<file path="src/rtl/vsu_pkg.sv">
package vsu_pkg;
  localparam int DW     = 16;
  localparam int AW     = 8;
  localparam int NBANK  = 16;
  localparam int LAT    = 11;
  localparam int VLMAX  = 64;
  localparam int LENW   = 10;

  localparam int BANKW  = $clog2(NBANK);
  localparam int ROWW   = AW - BANKW;
  localparam int LANEW  = $clog2(VLMAX);
  localparam int CHUNKW = LENW - LANEW;

  typedef struct packed {
    logic              last;
    logic [BANKW-1:0]  bank;
    logic [ROWW-1:0]   row;
    logic [CHUNKW-1:0] chunk;
    logic [LANEW-1:0]  lane;
  } ret_tag_t;

  typedef enum logic [1:0] {
    ST_IDLE  = 2'd0,
    ST_ISSUE = 2'd1,
    ST_DRAIN = 2'd2
  } seq_state_e;
endpackage

</file>
<file path="src/rtl/vsu_addr_gen.sv">
module vsu_addr_gen #(
  parameter int AW    = 8,
  parameter int LENW  = 10,
  parameter int VLMAX = 64,
  localparam int LANEW  = $clog2(VLMAX),
  localparam int CHUNKW = LENW - LANEW
) (
  input  logic              clk,
  input  logic              rst_n,
  input  logic              load,
  input  logic              step,
  input  logic [AW-1:0]     base,
  input  logic [AW-1:0]     stride,
  input  logic [LENW-1:0]   len,
  output logic [AW-1:0]     addr,
  output logic [LANEW-1:0]  lane,
  output logic [CHUNKW-1:0] chunk,
  output logic              last
);
  logic [AW-1:0]     addr_q,   addr_d;
  logic [AW-1:0]     stride_q, stride_d;
  logic [LANEW-1:0]  lane_q,   lane_d;
  logic [CHUNKW-1:0] chunk_q,  chunk_d;
  logic [LENW-1:0]   left_q,   left_d;

  always_comb begin
    addr_d   = addr_q;
    stride_d = stride_q;
    lane_d   = lane_q;
    chunk_d  = chunk_q;
    left_d   = left_q;
    if (load) begin
      addr_d   = base;
      stride_d = stride;
      lane_d   = '0;
      chunk_d  = '0;
      left_d   = len;
    end else if (step) begin
      addr_d = addr_q + stride_q;
      left_d = left_q - 1'b1;
      if (lane_q == LANEW'(VLMAX - 1)) begin
        lane_d  = '0;
        chunk_d = chunk_q + 1'b1;
      end else begin
        lane_d = lane_q + 1'b1;
      end
    end
  end

  always_ff @(posedge clk or negedge rst_n) begin
    if (!rst_n) begin
      addr_q   <= '0;
      stride_q <= '0;
      lane_q   <= '0;
      chunk_q  <= '0;
      left_q   <= '0;
    end else begin
      addr_q   <= addr_d;
      stride_q <= stride_d;
      lane_q   <= lane_d;
      chunk_q  <= chunk_d;
      left_q   <= left_d;
    end
  end

  assign addr  = addr_q;
  assign lane  = lane_q;
  assign chunk = chunk_q;
  assign last  = (left_q == LENW'(1));
endmodule

</file>
<file path="src/rtl/vsu_bank_timer.sv">
module vsu_bank_timer #(
  parameter int NBANK = 16,
  parameter int LAT   = 11,
  localparam int BANKW = $clog2(NBANK),
  localparam int CNTW  = $clog2(LAT)
) (
  input  logic             clk,
  input  logic             rst_n,
  input  logic             fire,
  input  logic [BANKW-1:0] fire_bank,
  output logic [NBANK-1:0] busy
);
  for (genvar b = 0; b < NBANK; b++) begin : g_bank
    logic [CNTW-1:0] cnt_q, cnt_d;

    always_comb begin
      cnt_d = cnt_q;
      if (fire && (fire_bank == BANKW'(b))) begin
        cnt_d = CNTW'(LAT - 1);
      end else if (cnt_q != '0) begin
        cnt_d = cnt_q - 1'b1;
      end
    end

    always_ff @(posedge clk or negedge rst_n) begin
      if (!rst_n) cnt_q <= '0;
      else        cnt_q <= cnt_d;
    end

    assign busy[b] = (cnt_q != '0);
  end
endmodule

</file>
<file path="src/rtl/vsu_ret_pipe.sv">
module vsu_ret_pipe #(
  parameter int DEPTH = 11,
  parameter int W     = 8
) (
  input  logic         clk,
  input  logic         rst_n,
  input  logic         in_valid,
  input  logic [W-1:0] in_tag,
  output logic         out_valid,
  output logic [W-1:0] out_tag
);
  logic [DEPTH-1:0] vld_q;
  logic [W-1:0]     tag_q [DEPTH];

  always_ff @(posedge clk or negedge rst_n) begin
    if (!rst_n) vld_q <= '0;
    else        vld_q <= {vld_q[DEPTH-2:0], in_valid};
  end

  for (genvar s = 0; s < DEPTH; s++) begin : g_stage
    if (s == 0) begin : g_head
      always_ff @(posedge clk) begin
        if (in_valid) tag_q[0] <= in_tag;
      end
    end else begin : g_body
      always_ff @(posedge clk) begin
        if (vld_q[s-1]) tag_q[s] <= tag_q[s-1];
      end
    end
  end

  assign out_valid = vld_q[DEPTH-1];
  assign out_tag   = tag_q[DEPTH-1];
endmodule

</file>
<file path="src/rtl/vsu_bank_mem.sv">
module vsu_bank_mem #(
  parameter int DW    = 16,
  parameter int NBANK = 16,
  parameter int ROWW  = 4,
  localparam int BANKW = $clog2(NBANK),
  localparam int ROWS  = 1 << ROWW
) (
  input  logic             clk,
  input  logic             wr_en,
  input  logic [BANKW-1:0] wr_bank,
  input  logic [ROWW-1:0]  wr_row,
  input  logic [DW-1:0]    wr_data,
  input  logic [BANKW-1:0] rd_bank,
  input  logic [ROWW-1:0]  rd_row,
  output logic [DW-1:0]    rd_data
);
  logic [DW-1:0] bank_rd [NBANK];

  for (genvar b = 0; b < NBANK; b++) begin : g_bank
    logic [DW-1:0] cells [ROWS];

    always_ff @(posedge clk) begin
      if (wr_en && (wr_bank == BANKW'(b))) cells[wr_row] <= wr_data;
    end

    assign bank_rd[b] = cells[rd_row];
  end

  assign rd_data = bank_rd[rd_bank];
endmodule

</file>
<file path="src/rtl/vsu_stride_unit.sv">
module vsu_stride_unit
  import vsu_pkg::*;
(
  input  logic              clk,
  input  logic              rst_n,
  input  logic              cmd_valid,
  output logic              cmd_ready,
  input  logic [AW-1:0]     cmd_base,
  input  logic [AW-1:0]     cmd_stride,
  input  logic [LENW-1:0]   cmd_len,
  input  logic              cmd_store,
  output logic              st_take,
  output logic [LANEW-1:0]  st_lane,
  output logic [CHUNKW-1:0] st_chunk,
  input  logic [DW-1:0]     st_data,
  output logic              wb_valid,
  output logic [LANEW-1:0]  wb_lane,
  output logic [CHUNKW-1:0] wb_chunk,
  output logic [DW-1:0]     wb_data,
  output logic              done
);
  seq_state_e state_q, state_d;
  logic       store_q, store_d;
  logic       done_q,  done_d;

  logic              accept;
  logic              fire;
  logic [AW-1:0]     ag_addr;
  logic [LANEW-1:0]  ag_lane;
  logic [CHUNKW-1:0] ag_chunk;
  logic              ag_last;
  logic [BANKW-1:0]  cur_bank;
  logic [ROWW-1:0]   cur_row;
  logic [NBANK-1:0]  bank_busy;
  ret_tag_t          in_tag, out_tag;
  logic              out_valid;

  assign cmd_ready = (state_q == ST_IDLE);
  assign accept    = cmd_valid && cmd_ready;
  assign cur_bank  = ag_addr[BANKW-1:0];
  assign cur_row   = ag_addr[AW-1:BANKW];
  assign fire      = (state_q == ST_ISSUE) && !bank_busy[cur_bank];

  vsu_addr_gen #(.AW(AW), .LENW(LENW), .VLMAX(VLMAX)) u_agen (
    .clk    (clk),
    .rst_n  (rst_n),
    .load   (accept && (cmd_len != '0)),
    .step   (fire),
    .base   (cmd_base),
    .stride (cmd_stride),
    .len    (cmd_len),
    .addr   (ag_addr),
    .lane   (ag_lane),
    .chunk  (ag_chunk),
    .last   (ag_last)
  );

  vsu_bank_timer #(.NBANK(NBANK), .LAT(LAT)) u_timer (
    .clk       (clk),
    .rst_n     (rst_n),
    .fire      (fire),
    .fire_bank (cur_bank),
    .busy      (bank_busy)
  );

  always_comb begin
    in_tag.last  = ag_last;
    in_tag.bank  = cur_bank;
    in_tag.row   = cur_row;
    in_tag.chunk = ag_chunk;
    in_tag.lane  = ag_lane;
  end

  vsu_ret_pipe #(.DEPTH(LAT), .W($bits(ret_tag_t))) u_pipe (
    .clk       (clk),
    .rst_n     (rst_n),
    .in_valid  (fire && !store_q),
    .in_tag    (in_tag),
    .out_valid (out_valid),
    .out_tag   (out_tag)
  );

  vsu_bank_mem #(.DW(DW), .NBANK(NBANK), .ROWW(ROWW)) u_mem (
    .clk     (clk),
    .wr_en   (fire && store_q),
    .wr_bank (cur_bank),
    .wr_row  (cur_row),
    .wr_data (st_data),
    .rd_bank (out_tag.bank),
    .rd_row  (out_tag.row),
    .rd_data (wb_data)
  );

  always_comb begin
    state_d = state_q;
    store_d = store_q;
    done_d  = 1'b0;
    unique case (state_q)
      ST_IDLE: begin
        if (accept) begin
          store_d = cmd_store;
          if (cmd_len == '0) done_d  = 1'b1;
          else               state_d = ST_ISSUE;
        end
      end
      ST_ISSUE: begin
        if (fire && ag_last) begin
          if (store_q) begin
            state_d = ST_IDLE;
            done_d  = 1'b1;
          end else begin
            state_d = ST_DRAIN;
          end
        end
      end
      ST_DRAIN: begin
        if (out_valid && out_tag.last) begin
          state_d = ST_IDLE;
          done_d  = 1'b1;
        end
      end
      default: state_d = ST_IDLE;
    endcase
  end

  always_ff @(posedge clk or negedge rst_n) begin
    if (!rst_n) begin
      state_q <= ST_IDLE;
      store_q <= 1'b0;
      done_q  <= 1'b0;
    end else begin
      state_q <= state_d;
      store_q <= store_d;
      done_q  <= done_d;
    end
  end

  assign st_take  = fire && store_q;
  assign st_lane  = ag_lane;
  assign st_chunk = ag_chunk;
  assign wb_valid = out_valid;
  assign wb_lane  = out_tag.lane;
  assign wb_chunk = out_tag.chunk;
  assign done     = done_q;
endmodule

</file>
<file path="config.mk">
export PLATFORM = sky130hd
export DESIGN_NAME = vsu_stride_unit
export DESIGN_NICKNAME = d
export VERILOG_FILES = /design/src/rtl/vsu_pkg.sv /design/src/rtl/vsu_addr_gen.sv /design/src/rtl/vsu_bank_timer.sv /design/src/rtl/vsu_ret_pipe.sv /design/src/rtl/vsu_bank_mem.sv /design/src/rtl/vsu_stride_unit.sv
export SDC_FILE = /design/constraint.sdc
export NUM_CORES = 2
export LEC_CHECK = 0
export BUFFER_PORTS_ARGS = -buffer_cell sky130_fd_sc_hd__buf_2
export CAP_MARGIN = 40
export CORE_UTILIZATION = 25
export CTS_CLUSTER_SIZE = 10
export DETAILED_ROUTE_END_ITERATION = 10
export PLACE_DENSITY = 0.51
export SYNTH_ARGS = -nofsm -noshare
export SYNTH_HDL_FRONTEND = slang
export SYNTH_HIERARCHICAL = 1
export SYNTH_MEMORY_MAX_BITS = 65536
export SYNTH_SLANG_ARGS = --single-unit
</file>
<file path="constraint.sdc">
create_clock -name clk -period 4.15 [get_ports clk]
set_clock_uncertainty 0.05 [all_clocks]
set_input_delay 0.6225 -clock clk [delete_from_list [all_inputs] [get_ports clk]]
set_output_delay 0.6225 -clock clk [all_outputs]
set_load 0.02 [all_outputs]
</file>
After elaboration in Yosys (flattened, before gate mapping) --
Memory sizes are Yosys's and may differ from the RTL's. Index checks and enable logic that the tools add are counted.
Word-level totals: register bits after elaboration 115, output and inout port bits 40, input port bits 46, memories 17, RAM bits 4305, word-level logic and storage cells 283
Operators by class: add/subtract/negate cells 20, bitwise gates (word level) 1, muxes and demuxes 113, reduce and logical (&&, ||, !) cells 82, eq/ne operators 23, $lt $le $gt $ge 2
Memory list:
- u_mem.g_bank[0].cells | depth 16, width 16, rd ports 1, clocked after memory_dff 0, write ports 1, RTL line vsu_bank_mem.sv:20 | logic [DW-1:0] cells [ROWS];
- u_mem.g_bank[10].cells | depth 16, width 16, rd ports 1, clocked after memory_dff 0, write ports 1, RTL line vsu_bank_mem.sv:20
- u_mem.g_bank[11].cells | depth 16, width 16, rd ports 1, clocked after memory_dff 0, write ports 1, RTL line vsu_bank_mem.sv:20
- u_mem.g_bank[12].cells | depth 16, width 16, rd ports 1, clocked after memory_dff 0, write ports 1, RTL line vsu_bank_mem.sv:20
- u_mem.g_bank[13].cells | depth 16, width 16, rd ports 1, clocked after memory_dff 0, write ports 1, RTL line vsu_bank_mem.sv:20
- u_mem.g_bank[14].cells | depth 16, width 16, rd ports 1, clocked after memory_dff 0, write ports 1, RTL line vsu_bank_mem.sv:20
- 11 more memories
Operators by type and width (number):
- $mux W4 | 35
- $bmux W16 S4 | 1
- $reduce_bool A4 Y1 | 16
- $sub A4 B1 Y4 const B | 16
- $mux W1 | 60
- $logic_and A1 B1 Y1 | 39
- $reduce_bool A2 Y1 | 18
- $eq A4 B4 Y1 const B | 8
- $mux W16 | 2
- $mux W10 | 2
- $mux W6 | 3
- $eq A4 B3 Y1 const B | 4
- $mux W8 | 2
- $eq A10 B1 Y1 const B | 1
- $logic_not A10 Y1 | 1
- $mux W2 | 5
- $reduce_bool A10 Y1 | 1
- $sub A10 B1 Y10 const B | 1
- $add A8 B8 Y8 | 1
- $eq A4 B2 Y1 const B | 2
- $add A6 B1 Y6 const B | 1
- $eq A6 B6 Y1 const B | 1
- $pmux W2 S3 | 1
- $ge A5 B5 Y1 const B | 1
- other kinds (15) | 19

Depth between registers and ports, before layout --
depth in word-level cells 9, gate-level depth with buffers 14, mapped depth without buffers 13

Modules after synthesis --
Netlist, hierarchy kept.
Modules (own cells, without submodules):
- vsu_bank_mem | sequential area each 122998.0 um^2, area each 158374.4 um^2, cells each 7318, instances 1
- vsu_ret_pipe | sequential area each 6551.3 um^2, area each 6551.3 um^2, cells each 220, instances 1
- vsu_bank_timer | sequential area each 1601.5 um^2, area each 3592.2 um^2, cells each 346, instances 1
- vsu_addr_gen | sequential area each 900.9 um^2, area each 2029.4 um^2, cells each 208, instances 1
- vsu_stride_unit | sequential area each 100.1 um^2, area each 385.4 um^2, cells each 34, instances 1

Worst setup path after synthesis --
OpenSTA, ideal clock, no wires.
kind reg-to-reg, start register u_timer.g_bank[4].cnt_q[0], end memory u_mem.g_bank[3].cells[10][0], enable pin, cell stages (with the launch flop) 12, buffers on the path 1, required time 3.712 ns, period minus slack after synthesis 4.482 ns, arrival 4.044 ns, slack -0.332 ns, cells stage by stage dfrtp_1 > inv_1 > ha_1 > or3b_4 > mux4_1 > mux2i_1 > mux2i_1 > nor3_1 > nor3b_1 > nand3_1 > clkbuf_1 > nor2_1
Between the ends: longest elaborated chain between the ends 9
RTL lines:
- start: declaration | RTL line vsu_bank_timer.sv:14 | logic [CNTW-1:0] cnt_q, cnt_d;
- start signal: assignment | RTL line vsu_bank_timer.sv:27 | else cnt_q <= cnt_d;
- $reduce_bool A4 Y1 | RTL line vsu_bank_timer.sv:30 | assign busy[b] = (cnt_q != '0);
- net bank_busy[4] | RTL line vsu_stride_unit.sv:34 | logic [NBANK-1:0] bank_busy;
- $bmux W1 S4 | RTL line vsu_stride_unit.sv:42 | assign fire = (state_q == ST_ISSUE) && !bank_busy[cur_bank];
- $mux W1 (implied by the code) | RTL line vsu_stride_unit.sv:42
- $logic_not A1 Y1 | RTL line vsu_stride_unit.sv:42
- $logic_and A1 B1 Y1 | RTL line vsu_stride_unit.sv:42
- $logic_and A1 B1 Y1
- net st_take | RTL line vsu_stride_unit.sv:12 | output logic st_take,
- $logic_and A1 B1 Y1 | RTL line vsu_bank_mem.sv:23 | if (wr_en && (wr_bank == BANKW'(b))) cells[wr_row] <= wr_data;
- $mux W1 | RTL line vsu_bank_mem.sv:23
- $mux W1 (implied by the code) | RTL line vsu_bank_mem.sv:23
- end: declaration | RTL line vsu_bank_mem.sv:20
The timed path passes the listed nets, and every way through them passes these cells. The select of a mux whose other input is x is not followed.

==> results.py <==
metrics = {
    "logic_synthesis": {
        "async_reset_ff_share_pct": 2.60,
        "yosys.area.top_type": "edfxtp_1",
        "yosysTopAreaCellShare_pct": 75.6,
        "synth_flop_cell": "edfxtp_1",
        "synth_edf_count": 4305,
        "yosysMostFrequentCell": "edfxtp_1",
        "syn_avg_cell_area_um2": 21.0,
        "synthTopCellsByCount": "edfxtp_1 (4305), mux4_2 (779), mux2i_1 (609)",
        "synth_top_family_by_area": "multiplexers",
        "synthXorXnorAreaFrac_pct": 0.231,
        "synth_adder_area_share_pct": 0.326,
        "synth_top_cells_by_area": "edfxtp_1 (76%), mux4_2 (10%), mux2i_1 (3.6%), dfrtp_1 (1.7%), o221ai_1 (1.4%)",
        "synthCells": 8126,
        "syn_nets": 8216,
        "synth_compound_area_share_pct": 3.58,
        "synthMuxAreaShare_pct": 14.6,
        "ys_seq_elements": 4420,
        "synth-seq-area-share_pct": 77.3,
        "syn_area_um2": 171000,
        "yosysWarnings": 6,
        "ys_types": 78,
        "synth-simple-area-share_pct": 2.17,
    },
    "sta": {
        "tns_ps": -14840,
        "fin_ws_ps": -1000,
        "setup_viol": 16,
        "finalMaxSlewViolations": 8,
        "period_needed_ps": 5150,
        "rsz0062_at_grt": "yes",
        "max_freq_mhz": 194,
        "fin_crit_sh_pct": 124,
        "slew_headroom_pct": -0.0608,
        "worst_pin_slew_ps": 1500,
        "hold_violations": 0,
    },
    "drt": {
        "wl_um": 494000,
        "drtAntennaViolNets": 0,
        "via_per_inst": 4.76,
        "remaining_drc_errors": 0,
        "first_iter_violations": 9983,
        "wl_per_cell_um": 26.7,
        "dr.pass1.iters": 5,
        "vias": 88074,
    },
    "placement": {
        "hpwl_um": 304000,
        "portBuffers": 85,
        "placed_area_um2": 192000,
        "place_congestion": 0.829,
        "dpl.cell_count": 17699,
    },
    "global_route": {
        "first_global_vias": 89802,
        "grt.overflow.total": 0,
        "grt_use_total_pct": 13.7,
        "grt_pass1_wl_um": 688000,
        "antenna_found_initial": 27,
        "grt_max_degree": 143,
    },
    "cells_and_area": {
        "layout-drive-gt1-share_pct": 31.0,
        "syn2layout_area_growth_pct": 23.1,
        "final_nets": 9466,
        "regArea_um2": 132000,
        "n_fill_cell": 64959,
        "fin_cells": 18522,
        "stdcell_area_um2": 210000,
        "multiInputGateArea_um2": 37700,
    },
    "worst_setup_path": {
        "critPathKind": "reg2out",
        "regToRegSetupSlack_ps": 200,
        "start_kind": "register",
        "critPathRequiredTime_ps": 3480,
        "cp-end-kind": "output pin",
        "critical_path_arrival_ps": 4480,
        "crit_fanout": 11,
    },
    "floorplanning": {
        "dieWidth_um": 829,
        "coreArea_um2": 681000,
        "die_area_um2": 687000,
        "die_h_um": 829,
        "initial_core_util_pct": 25.1,
        "ioPinCount": 86,
        "num_rows": 303,
    },
    "pwr": {
        "power_density_nw_per_um2": 548,
        "vdd_drop_max_uv": 469,
        "power_leakage_uw": 0.0674,
        "fin_total_pwr_uw": 115000,
    },
    "clock_network": {
        "htreeDepth": 6,
        "tritoncts": "built",
        "cts-root-buf": "clkbuf_16",
        "cts.sinks": 4420,
        "cts_made_buffers": 521,
        "cts_buffer_depth": 4,
        "clk_latency_ps": 1010,
        "clk_pin_slew_worst_paths_ps": 60,
    },
    "min_path": {
        "hp-class": "in2reg",
    },
    "status": {
        "status": "finished, violations left",
        "failed_checks": "max-slew violations, negative setup slack",
    },
    "run": {
        "maxCapViolCount": 0,
    },
}
## metrics by stage
step / setup slack, ps / utilization [%] / hold WS, ps
6_report: -1000 / 30.9 / 74.9
4_1_cts: -1110 / 30.6 / 18.9
3_3_place_gp: -1350 / 28.1 / 351
5_1_grt: -1100 / 30.9 / 65.7
2_1_floorplan: 59.6 / - / 277
3_5_place_dp: -689 / 28.2 / 355
## final cells by class
| cell class | count | area share, % |
|---|---|---|
| Multi-Input combinational cell | 3192 | 17.9 |
| Clock buffer | 599 | 6.47 |
| Timing Repair Buffer | 1182 | 6.90 |
| Tap cell | 8997 | 5.35 |
| Clock inverter | 62 | 0.439 |
| Sequential cell | 4420 | 62.8 |
| Antenna cell | 11 | 0.0131 |
| Inverter | 59 | 0.111 |
## layout by cell type (no fill, tap or decap), types with 64 or more instances in the layout
cell type,netlist,final
a21oi_1,180,166
dfrtp_1,115,115
mux2i_1,609,606
nor3_1,137,106
edfxtp_1,4305,4305
buf_12,5,326
nor2_2,2,66
nand2_1,109,96
o22ai_1,163,153
mux4_2,779,782
nor2_1,313,245
buf_4,40,625
o221ai_1,264,210
clkbuf_1,212,64
clkbuf_16,0,547
mux2_2,74,66
## where the power goes
group          total, uW  switching [uW]  internal [uW]  leakage (uW)
combinational      23100           13300           9760        0.0202
sequential         51500            1090          50400        0.0401
clock              40600           17500          23100       0.00707
total             115000           31900          83300        0.0674
## kinds of logic (layout without fill, tap and decap cells)
logic type / after synthesis / in the layout
DFF: 4420 / 4420
buffers and inverters: 514 / 1902
xor gates and xnor gates: 45 / 45
AOI/OAI and AO/OA: 860 / 860
muxes: 1481 / 1481
adders and majority gates: 44 / 44
other: 0 / 11
and+or+nand+nor: 762 / 762
## path summary, 6_finish.rpt
| kind | end | start | cells after the start |
|---|---|---|---|
| min | u_mem/g_bank[8].cells[12][4]$_DFFE_PP_ | st_data[4] | 1 |
| min in group asynchronous | u_agen/left_q[4]$_DFFE_PN0P_ | rst_n | 3 |
| max in group asynchronous | u_agen/addr[4]$_DFFE_PN0P_ | rst_n | 4 |
| max reg2reg | u_mem/g_bank[4].cells[1][5]$_DFFE_PP_ | u_timer/g_bank[4].cnt_q[0]$_DFFE_PN0P_ | 16 |
| max | wb_data[1] | u_pipe/tag_q[10][10]$_DFFE_PP_ | 15 |
| min reg2reg | u_pipe/tag_q[9][18]$_DFFE_PP_ | u_pipe/tag_q[8][18]$_DFFE_PP_ | 0 |
## layer usage
layer | track usage (%) | part of all wire, % | vias to the layer above
met2 | 22.3 | 47 | 3393
met1 | 18.9 | 42 | 47490
met4 | 4.20 | 3.2 | 4
li1 | - | - | 36520
met5 | 0 | 0.0065 | -
met3 | 2.35 | 7.2 | 667
## critical path: stages, from the launching register on
cell and delay [ps]:
edfxtp_1 410, buf_6 150, buf_12 140, buf_16 170, buf_16 170, buf_6 160, buf_16 170, buf_4 180
mux2i_1 120, o221ai_1 340, o22ai_1 170, o21ai_2 310, nand2_2 210, nor4_4 330, buf_4 210, buf_2 170
## state kept, by name, indices dropped and copies added (netlist names), 4 cells and up
register and flops:
u_pipe/vld_q 11, u_pipe/tag_q 209, u_agen/lane 6, u_agen/addr 8, u_agen/left_q 10, u_agen/chunk 4
u_mem/g_bank.cells 4096, u_agen/stride_q 8, u_timer/g_bank.cnt_q 64
## timing repair
action,CTS,global route
endpoints found under the hold margin,155,0
hold buffers,34,0
pin swaps,22,67
endpoints found under the setup margin,17,630
gates resized for setup,221,210
setup buffers,28,63
cloned,14,15
(Power assumes the default switching activity.)
